--- config.mk ---
export PLATFORM = sky130hd
export DESIGN_NAME = pulse_swallow_divider
export DESIGN_NICKNAME = d
export VERILOG_FILES = /design/src/rtl/psd_pkg.sv /design/src/rtl/psd_cfg_stage.sv /design/src/rtl/psd_prescaler.sv /design/src/rtl/psd_swallow_ctrl.sv /design/src/rtl/pulse_swallow_divider.sv
export SDC_FILE = /design/constraint.sdc
export NUM_CORES = 1
export LEC_CHECK = 0
export BUFFER_PORTS_ARGS = -buffer_cell sky130_fd_sc_hd__buf_4
export CAP_MARGIN = 40
export CORE_ASPECT_RATIO = 0.7
export CORE_MARGIN = 2
export CORE_UTILIZATION = 45
export DETAILED_ROUTE_END_ITERATION = 6
export GPL_ROUTABILITY_DRIVEN = 0
export PLACE_DENSITY = 0.68
export SLEW_MARGIN = 20
export SYNTH_ARGS = -nofsm -noshare
export SYNTH_HDL_FRONTEND = slang
export SYNTH_SLANG_ARGS = --single-unit
--- constraint.sdc ---
create_clock -name clk_i -period 3.29 [get_ports clk_i]
set_input_delay 0.329 -clock clk_i [delete_from_list [all_inputs] [get_ports clk_i]]
set_output_delay 0.329 -clock clk_i [all_outputs]
set_load 0.05 [all_outputs]
--- src/rtl/psd_pkg.sv ---
package psd_pkg;
    parameter int A_W   = 7;
    parameter int B_W   = 11;
    parameter int B_MIN = 3;
    parameter int P_LO  = 16;
    parameter int P_HI  = 32;

    localparam int PRE_W  = $clog2(P_HI + 1);
    localparam int WORD_W = A_W + B_W;

    typedef struct packed {
        logic           psel;
        logic [A_W-1:0] a;
        logic [B_W-1:0] b;
    } ratio_t;

    localparam ratio_t RATIO_RST = '{psel: 1'b0, a: '0, b: B_W'(B_MIN)};
endpackage

--- src/rtl/psd_cfg_stage.sv ---
module psd_cfg_stage
    import psd_pkg::*;
(
    input  logic              clk_i,
    input  logic              rst_ni,
    input  logic              load_i,
    input  logic              psel_i,
    input  logic [WORD_W-1:0] word_i,
    input  logic              take_i,
    output ratio_t            pend_o,
    output logic              pend_vld_o,
    output logic              err_o
);
    typedef struct packed {
        ratio_t pend;
        logic   vld;
        logic   err;
    } st_t;

    st_t st_d, st_q;

    logic [A_W-1:0] a_raw;
    logic [B_W-1:0] b_raw, b_fix;
    logic           b_low, refuse;

    always_comb begin
        a_raw  = word_i[A_W-1:0];
        b_raw  = word_i[WORD_W-1:A_W];
        b_low  = b_raw < B_W'(B_MIN);
        b_fix  = b_low ? B_W'(B_MIN) : b_raw;
        refuse = B_W'(a_raw) > b_fix;

        st_d = st_q;
        if (take_i) begin
            st_d.vld = 1'b0;
        end
        if (load_i) begin
            if (b_low || refuse) begin
                st_d.err = 1'b1;
            end
            if (!refuse) begin
                st_d.pend.psel = psel_i;
                st_d.pend.a    = a_raw;
                st_d.pend.b    = b_fix;
                st_d.vld       = 1'b1;
            end
        end
    end

    always_ff @(posedge clk_i or negedge rst_ni) begin
        if (!rst_ni) begin
            st_q <= '{pend: RATIO_RST, vld: 1'b0, err: 1'b0};
        end else begin
            st_q <= st_d;
        end
    end

    assign pend_o     = st_q.pend;
    assign pend_vld_o = st_q.vld;
    assign err_o      = st_q.err;

    // once raised, the flag never drops without reset
    a_r8_err_sticky: assert property (@(posedge clk_i) disable iff (!rst_ni)
        st_q.err |=> st_q.err);

    // any held word is consistent
    a_r6_pend_consistent: assert property (@(posedge clk_i) disable iff (!rst_ni)
        st_q.vld |-> (B_W'(st_q.pend.a) <= st_q.pend.b) && (st_q.pend.b >= B_W'(B_MIN)));

    // a refused word leaves the held word untouched
    a_r6_refuse_keeps: assert property (@(posedge clk_i) disable iff (!rst_ni)
        (load_i && refuse) |=> $stable(st_q.pend));
endmodule

--- src/rtl/psd_prescaler.sv ---
module psd_prescaler
    import psd_pkg::*;
(
    input  logic clk_i,
    input  logic rst_ni,
    input  logic hi_sel_i,
    input  logic swallow_i,
    output logic tick_o
);
    typedef struct packed {
        logic [PRE_W-1:0] cnt;
    } st_t;

    st_t st_d, st_q;
    logic [PRE_W-1:0] top;
    logic             tick;

    always_comb begin
        top = hi_sel_i ? PRE_W'(P_HI) : PRE_W'(P_LO);
        if (!swallow_i) begin
            top = top - PRE_W'(1);
        end
        tick = (st_q.cnt == top);

        st_d = st_q;
        if (tick) begin
            st_d.cnt = '0;
        end else begin
            st_d.cnt = st_q.cnt + PRE_W'(1);
        end
    end

    always_ff @(posedge clk_i or negedge rst_ni) begin
        if (!rst_ni) begin
            st_q <= '{cnt: '0};
        end else begin
            st_q <= st_d;
        end
    end

    assign tick_o = tick;

    // modulus only changes while the count is at zero, so it never overshoots
    a_r1_pre_in_range: assert property (@(posedge clk_i) disable iff (!rst_ni)
        st_q.cnt <= top);
endmodule

--- src/rtl/psd_swallow_ctrl.sv ---
module psd_swallow_ctrl
    import psd_pkg::*;
(
    input  logic   clk_i,
    input  logic   rst_ni,
    input  logic   tick_i,
    input  ratio_t next_i,
    input  logic   next_vld_i,
    output logic   take_o,
    output ratio_t act_o,
    output logic   swallow_o,
    output logic   end_o
);
    typedef struct packed {
        ratio_t         act;
        logic [A_W-1:0] a_cnt;
        logic [B_W-1:0] b_cnt;
    } st_t;

    st_t    st_d, st_q;
    ratio_t nr;
    logic   period_end;

    always_comb begin
        period_end = tick_i && (st_q.b_cnt == B_W'(1));
        nr         = next_vld_i ? next_i : st_q.act;

        st_d = st_q;
        if (tick_i) begin
            if (period_end) begin
                st_d.act   = nr;
                st_d.a_cnt = nr.a;
                st_d.b_cnt = nr.b;
            end else begin
                st_d.b_cnt = st_q.b_cnt - B_W'(1);
                if (st_q.a_cnt != '0) begin
                    st_d.a_cnt = st_q.a_cnt - A_W'(1);
                end
            end
        end
    end

    always_ff @(posedge clk_i or negedge rst_ni) begin
        if (!rst_ni) begin
            st_q <= '{act: RATIO_RST, a_cnt: RATIO_RST.a, b_cnt: RATIO_RST.b};
        end else begin
            st_q <= st_d;
        end
    end

    assign take_o    = period_end && next_vld_i;
    assign act_o     = st_q.act;
    assign swallow_o = (st_q.a_cnt != '0);
    assign end_o     = period_end;

    // the ratio in force changes only at a period boundary
    a_r5_act_hold: assert property (@(posedge clk_i) disable iff (!rst_ni)
        !period_end |=> $stable(st_q.act));

    // swallow phase always ends no later than the period
    a_r1_swallow_le_main: assert property (@(posedge clk_i) disable iff (!rst_ni)
        B_W'(st_q.a_cnt) <= st_q.b_cnt);

    // the main count never runs past its terminal value
    a_r1_main_nonzero: assert property (@(posedge clk_i) disable iff (!rst_ni)
        st_q.b_cnt != '0);
endmodule

--- src/rtl/pulse_swallow_divider.sv ---
module pulse_swallow_divider
    import psd_pkg::*;
(
    input  logic              clk_i,
    input  logic              rst_ni,
    input  logic              load_i,
    input  logic              psel_i,
    input  logic [WORD_W-1:0] prog_word_i,
    output logic              div_pulse_o,
    output logic              cfg_err_o
);
    typedef struct packed {
        logic pulse;
    } st_t;

    st_t    st_d, st_q;
    ratio_t pend, act;
    logic   pend_vld, take, swallow, tick, period_end;

    psd_cfg_stage u_cfg (
        .clk_i      (clk_i),
        .rst_ni     (rst_ni),
        .load_i     (load_i),
        .psel_i     (psel_i),
        .word_i     (prog_word_i),
        .take_i     (take),
        .pend_o     (pend),
        .pend_vld_o (pend_vld),
        .err_o      (cfg_err_o)
    );

    psd_prescaler u_pre (
        .clk_i     (clk_i),
        .rst_ni    (rst_ni),
        .hi_sel_i  (act.psel),
        .swallow_i (swallow),
        .tick_o    (tick)
    );

    psd_swallow_ctrl u_ctl (
        .clk_i      (clk_i),
        .rst_ni     (rst_ni),
        .tick_i     (tick),
        .next_i     (pend),
        .next_vld_i (pend_vld),
        .take_o     (take),
        .act_o      (act),
        .swallow_o  (swallow),
        .end_o      (period_end)
    );

    always_comb begin
        st_d       = st_q;
        st_d.pulse = period_end;
    end

    always_ff @(posedge clk_i or negedge rst_ni) begin
        if (!rst_ni) begin
            st_q <= '{pulse: 1'b0};
        end else begin
            st_q <= st_d;
        end
    end

    assign div_pulse_o = st_q.pulse;

    // the divided pulse is a single cycle wide
    a_r3_pulse_narrow: assert property (@(posedge clk_i) disable iff (!rst_ni)
        div_pulse_o |=> !div_pulse_o);

    // a held word is consumed only at a boundary
    a_r9_take_at_end: assert property (@(posedge clk_i) disable iff (!rst_ni)
        take |-> period_end);
endmodule

==> out/metrics.yaml, run 1 <==
die_w_um: 108.1
coreArea_sq_um: 7320
period_needed_ps: 2991
cts_hold_buf: 0
hold-worst-slack_ps: 167.5
synth.yosys.warnings: 0
fin_nets: 372
p_clk_share_pct: 46.8
synth_most_common_cell: "dfrtp_1"
cts_buffer_depth: 2
fin_area_sq_um: 3971
hold_path.class: "input pin to flip-flop"
synthesis.instances: 307
clock-sinks: 65
drtIter0Drc: 194
fill_cells: 644
antennaDiodeCount: 0
ctsRootBufferMaster: "clkbuf_8"
synth_cell_type_count: 52
hpwlAfterDp_um: 5056
synth_seq_cells: 65
synth_edf_count: 0
track_usage_pct: 18.86
cp_data_required_time_ps: 3560
place_area_sq_um: 3671
syn_avg_cell_area_sq_um: 11.11
slew_violations: 0
grt-ovfl-total: 0
swShare_pct: 21.89
cts_made_buffers: 9
p_leak_nw: 1.909
fin_tns_setup_ps: 0
syn_nets: 342
fin_skew_ps: 7.188
avgViaCountPerCell: 5.507
yosys-top-cells-area: "dfrtp_1 (43%), mux2_2 (7.3%), mux2i_1 (5.3%)"
htreeDepth: 3
hold_viol: 0
antenna_found_initial: 0
status: "finished clean"
synth_largest_area_cell: "dfrtp_1"
start_util_pct: 46.60
first_pass_iters: 4
cellPowerDensity_nw_per_um2: 472.1
rsz0062_at_grt: "false"
fmax_ghz: 0.3344
syn_area_sq_um: 3411
cp-start-kind: "flip-flop"
detail-route-antenna-nets: 0
maxCapViolations: 0
totalWireLength_um: 7046
ir_drop_uv: 246.2
fin_cells: 440
yosysSeqAreaShare_pct: 47.91
synthTopCellsByCount: "dfrtp_1 (59), nand2_1 (24), nor2_1 (24)"
dp.cells: 422
drc: 0
die_y_um: 76.84
post_cts_buffers: 0
synth_ff_type: "dfrtp_1"
num_vias: 2423
synth_top_area_share_pct: 43.29
grt_max_degree: 66
setup_viol: 0
p_sw_mw: 0.4104
arrival_ps: 3260
cts_resized: 0
grt_pass1_wl_um: 11870
syn2layout_area_growth_pct: 16.43
p_int_mw: 1.464
worst_pin_slew_ps: 812.5
relSlewSlack_pct: 45.63
tritoncts: "yes"
io_pins: 24
pwr-share-seq_pct: 45.5
timing_worst_setup_path_type: "flip-flop to flip-flop"
port_buffers: 23
critPathCaptureType: "flip-flop"
core.rowCount: 26
async_flop_share_pct: 100.0
die_area_sq_um: 8303
wl_per_cell_um: 16.01
drive_above_1_share_pct: 26.32
path_clk_slew_ps: 80
insertion_delay_ps: 340
path_max_fanout: 18
grt_pass1_vias: 2353
fin_crit_sh_pct: 90.90
p_comb_share_pct: 7.8
[final cells by class]
class	count	area, sq um	area share [%]
Timing Repair Buffer	31	255.2	6.427
Sequential cell	65	1634	41.15
Clock inverter	4	97.59	2.457
Multi-Input combinational cell	218	1652	41.59
Tap cell	98	122.6	3.088
Clock buffer	12	165.2	4.159
Inverter	12	45.04	1.134
[sequential cells by signal, indices dropped and copies added (netlist names)]
name,flops
u_cfg.pend_vld_o,1
u_ctl.act_o,19
u_pre.st_q,6
u_ctl.st_q,18
u_cfg.pend_o,19
div_pulse_o,1
u_cfg.err_o,1
[path summary, 6_finish.rpt]
path                           startpoint               to  slack (ps)  depth (start not counted)
setup / recovery           u_ctl.st_q[11]   u_ctl.st_q[12]         300                         12
hold / removal                     load_i  u_cfg.pend_o[1]         170                          2
setup reg to reg           u_ctl.st_q[11]   u_ctl.st_q[12]         300                         12
hold reg to reg               u_cfg.err_o      u_cfg.err_o         460                          1
max in group asynchronous          rst_ni  u_cfg.pend_o[1]        2390                          3
min in group asynchronous          rst_ni    u_pre.st_q[1]         350                          2
[critical path: stages, from the launching register on]
cell	delay, ps
dfrtp_1	410
inv_1	110
ha_1	160
nor4b_1	290
buf_4	180
nand2_1	50
ha_1	290
xnor2_1	190
nand2_1	180
a211oi_4	270
buf_4	280
mux2_2	350
o21ai_0	130
[cells in the final DEF (no fill, tap or decap), drive strengths merged, types with 2 or more instances in the layout]
cell    instances
mux2           32
nand3b          2
nor3b           3
nor2           24
mux2i          18
o31ai           2
buf            30
nand3           6
clkbuf         12
nand2b          2
o211ai          2
ha             13
a22oi           3
nor4            3
nor4b           2
o22a            6
bufinv          3
xor2            2
o21ai          12
a31oi           3
or3             2
dfstp           6
dfrtp          59
a21oi          23
nor3            5
inv            12
a211oi          3
a21o            3
or4             2
a32oi           2
nand2          25
nor2b           3
xnor2           4
[logic make-up after synthesis]
logic type	synth area share (%)
and+or+nand+nor	12.51
AOI/OAI and AO/OA	12.66
DFF	47.91
muxes	16.95
buffers and inverters	3.668
adders and majority gates	4.769
xor gates and xnor gates	1.541
[per-layer routing]
metal	routed length, um	vias up	global-route usage, %
met3	398	7	6.378
met5	0	-	0
met4	55	0	4.231
met1	3569	1179	28.87
li1	-	1171	-
met2	3021	66	25.60
[power by group through the flow]
stage | Sequential, mW | Clock, mW | Combinational [mW]
final | 0.852 | 0.877 | 0.146
after floorplan | 0.871 | 0 | 0.0643
after detailed placement | 0.867 | 0 | 0.141
after global routing | 0.856 | 0.935 | 0.160
after CTS | 0.852 | 0.894 | 0.142
after global placement | 0.866 | 0 | 0.139
[metrics by stage]
stage / power, mW / utilization [%] / worst slack [ps]
2_1_floorplan: 0.9352 / - / 622.3
3_3_place_gp: 1.005 / 50.15 / 366.0
3_5_place_dp: 1.008 / 50.15 / 317.4
4_1_cts: 1.887 / 53.74 / 311.4
5_1_grt: 1.951 / 54.26 / 54.93
6_report: 1.875 / 54.26 / 299.4
Note: power is estimated with default switching activity, not from simulation.
==> run 2, diff against run 1 <==
Settings changed: ABC_AREA set to 1, REMOVE_ABC_BUFFERS set to 1.
==> run 2 against run 1 <==
Effect of this change:
- sequential share of layout area fell by 3.4 points
- final cell count up 41%
- worst setup slack gained 350 ps
- clock skew about the same
- fmax up 13%
- critical endpoint is now u_ctl.st_q[8]
==> out/metrics.yaml, run 2 <==
arrival_ps: 2900  # was 3260 ps
p_comb_share_pct: 6.1  # was 7.8%
core.rowCount: 27  # was 26
num_vias: 3101  # was 2423
syn2layout_area_growth_pct: 16.19  # was 16.43%
path_delay_family: "simple AND/OR/NAND/NOR gates"  # was buffers and inverters
ctsRootBufferMaster: "clkbuf_16"  # was clkbuf_8
coreArea_sq_um: 7939  # was 7320 sq um
cp-start-kind: "flip-flop"  # unchanged
rrSetupSlack_ps: 650  # was 300 ps
die_area_sq_um: 9033  # was 8303 sq um
yosysSeqAreaShare_pct: 43.87  # was 47.91%
synth_most_common_cell: "nand2_1"  # was dfrtp_1
die_w_um: 112.7  # was 108.1 um
swShare_pct: 21.48  # was 21.89%
synthesis.instances: 492  # was 307
track_usage_pct: 19.59  # was 18.86%
io_pins: 24  # unchanged
cts_buffer_depth: 2  # unchanged
antenna_found_initial: 0  # unchanged
insertion_delay_ps: 330  # was 340 ps
synth_ff_type: "dfrtp_1"  # unchanged
grt_max_degree: 66  # unchanged
setup_viol: 0  # unchanged
reg2reg_from: "u_ctl.st_q[11]"  # unchanged
clock-sinks: 65  # unchanged
critPathMaxStageDelay_ps: 380  # was 410 ps
status: "finished clean"  # unchanged
p_int_mw: 1.577  # was 1.464 mW
layout_commonest_cell: "nand2_1"  # was dfrtp_1
period_needed_ps: 2643  # was 2991 ps
pwr-share-seq_pct: 41.7  # was 45.5%
async_flop_share_pct: 100.0  # unchanged
maxCapViolations: 0  # unchanged
final_cell_mix: "nand2_1 (173), dfrtp_1 (59), inv_1 (50)"  # was dfrtp_1 (59), buf_4 (29), nor2_1 (24), nand2_1 (24)
path_clk_slew_ps: 60  # was 80 ps
multiInputGateArea_sq_um: 1784  # was 1652 sq um
startpoint: "u_ctl.st_q[11]"  # unchanged
critPathCaptureType: "flip-flop"  # unchanged
crit_chain: "inv_1 -> ha_1 -> inv_1 -> nor2_1 -> nand3_2 -> ha_1 -> inv_1 -> nand2_1 -> nand2_1 -> nor2_4 -> nand3_4 -> nor2_8 -> nand2_1 -> a21oi_1"  # was inv_1 -> ha_1 -> nor4b_1 -> buf_4 -> nand2_1 -> ha_1 -> xnor2_1 -> nand2_1 -> a211oi_4 -> buf_4 -> mux2_2 -> o21ai_0
drive_above_1_share_pct: 15.41  # was 26.32%
die_y_um: 80.12  # was 76.84 um
min-delay-start: "psel_i"  # was load_i
detail-route-antenna-nets: 0  # unchanged
grt-ovfl-total: 0  # unchanged
start_util_pct: 46.92  # was 46.60%
path_max_fanout: 27  # was 18
timing_worst_setup_path_type: "flip-flop to flip-flop"  # unchanged
tritoncts: "yes"  # unchanged
syn_area_sq_um: 3725  # was 3411 sq um
relSlewSlack_pct: 52.54  # was 45.63%
totalWireLength_um: 8038  # was 7046 um
synth_cell_type_count: 32  # was 52
cts_made_buffers: 9  # unchanged
hold_path.class: "input pin to flip-flop"  # unchanged
fmax_ghz: 0.3784  # was 0.3344 GHz
timing.critical_path.buf_inv: 3  # unchanged
cellPowerDensity_nw_per_um2: 464.0  # was 472.1 nW/um^2
p_sw_mw: 0.4314  # was 0.4104 mW
crit_path_top_delay_cell: "dfrtp_1"  # unchanged
hold-worst-slack_ps: 235.2  # was 167.5 ps
wl_per_cell_um: 12.96  # was 16.01 um
fill_cells: 728  # was 644
port_buffers: 23  # unchanged
fin_crit_sh_pct: 80.33  # was 90.90%
hpwlAfterDp_um: 5742  # was 5056 um
cp_data_required_time_ps: 3540  # was 3560 ps
synth_largest_area_cell: "dfrtp_1"  # unchanged
avgViaCountPerCell: 5.002  # was 5.507
drtIter0Drc: 286  # was 194
fin_nets: 549  # was 372
post_cts_buffers: 0  # unchanged
hold_viol: 0  # unchanged
ir_drop_uv: 380.6  # was 246.2 uV
yosys-top-cells-area: "dfrtp_1 (40%), nand2_1 (17%), inv_1 (5.0%)"  # was dfrtp_1 (43%), mux2_2 (7.3%), mux2i_1 (5.3%)
synth.yosys.warnings: 0  # unchanged
drc: 0  # unchanged
first_pass_iters: 5  # was 4
synth_seq_cells: 65  # unchanged
htreeDepth: 3  # unchanged
p_leak_nw: 2.223  # was 1.909 nW
antennaDiodeCount: 0  # unchanged
synth_top_area_share_pct: 39.64  # was 43.29%
rsz0062_at_grt: "false"  # unchanged
p_clk_share_pct: 52.1  # was 46.8%
seq_area_sq_um: 1634  # unchanged
grt_pass1_wl_um: 13920  # was 11870 um
worst_pin_slew_ps: 711.1  # was 812.5 ps
synth_edf_count: 0  # unchanged
slew_violations: 0  # unchanged
fin_tns_setup_ps: 0  # unchanged
synthTopCellsByCount: "nand2_1 (173), dfrtp_1 (59), inv_1 (50)"  # was dfrtp_1 (59), nand2_1 (24), nor2_1 (24)
syn_avg_cell_area_sq_um: 7.571  # was 11.11 sq um
fin_skew_ps: 7.332  # was 7.188 ps
grt_pass1_vias: 2924  # was 2353
-- run 2: cell count changes after synthesis, sizes merged, moves of 24 or more --
cell,before,now
nand3,6,39
o21ai,12,45
nand2,25,177
nor2,24,48
mux2,32,0
inv,12,56
-- run 2: final timing paths --
| path | to | depth (start not counted) |
|---|---|---|
| min in group asynchronous | u_ctl.st_q[11] | 2 |
| worst max register to register | u_ctl.st_q[8] | 14 |
| worst min-delay path | u_cfg.pend_o[18] | 3 |
| max in group asynchronous | u_cfg.pend_o[1] | 3 |
| worst min register to register | u_cfg.err_o | 2 |
| worst max-delay path | u_ctl.st_q[8] | 14 |
-- run 2: metrics by stage --
step	instances	setup WS, ps	util [%]	power (mW)	area, sq um
after detailed placement	602	687.5	49.88	0.9698	3960
final	620	647.1	54.52	2.008	4328
after floorplan	475	934.3	-	0.9087	3631
after CTS	618	662.2	54.04	2.028	4290
after global routing	620	371.1	54.52	2.085	4328
after global placement	601	801.7	49.69	0.9672	3945
-- run 2: metal layers --
layer	track usage (%)	part of all wire, %
met5	0	0
met2	29.04	42
met4	5.610	1.0
met1	27.75	54
met3	5.887	3.6
-- run 2: cell type report --
class / instances / share of cell area [%]
clock buffer: 11 / 5.840
clock inverter: 5 / 1.792
inverter: 56 / 4.915
multi-input combinational: 354 / 41.23
sequential: 65 / 37.76
tap: 101 / 2.920
timing repair buffer: 28 / 5.551
-- run 2: logic make-up after synthesis --
family	synth area share, %
fa+ha+maj	4.367
compound gates	8.767
simple gates	32.89
xor+xnor	1.881
flops	43.87
buf+inv	8.230
-- run 2: timing repair --
item / in CTS / in global routing
hold buffers: 0 / 1
hold endpoints to repair: 0 / 13
gates resized for setup: 0 / 0
-- run 2: power by group through the flow --
stage	combinational [mW]	clock, mW	sequential (mW)
2_1_floorplan	0.0610	0	0.848
3_3_place_gp	0.116	0	0.851
3_5_place_dp	0.119	0	0.851
4_1_cts	0.120	1.07	0.838
5_1_grt	0.145	1.10	0.841
6_report	0.123	1.05	0.838
-- run 2: worst reg2reg max path, delay by kind of cell (launching register included) --
family	cells	cell delay, ps
AOI/OAI and AO/OA	1	160
adders and majority gates	2	500
buffers and inverters	3	210
DFF	1	380
and+or+nand+nor	8	1310
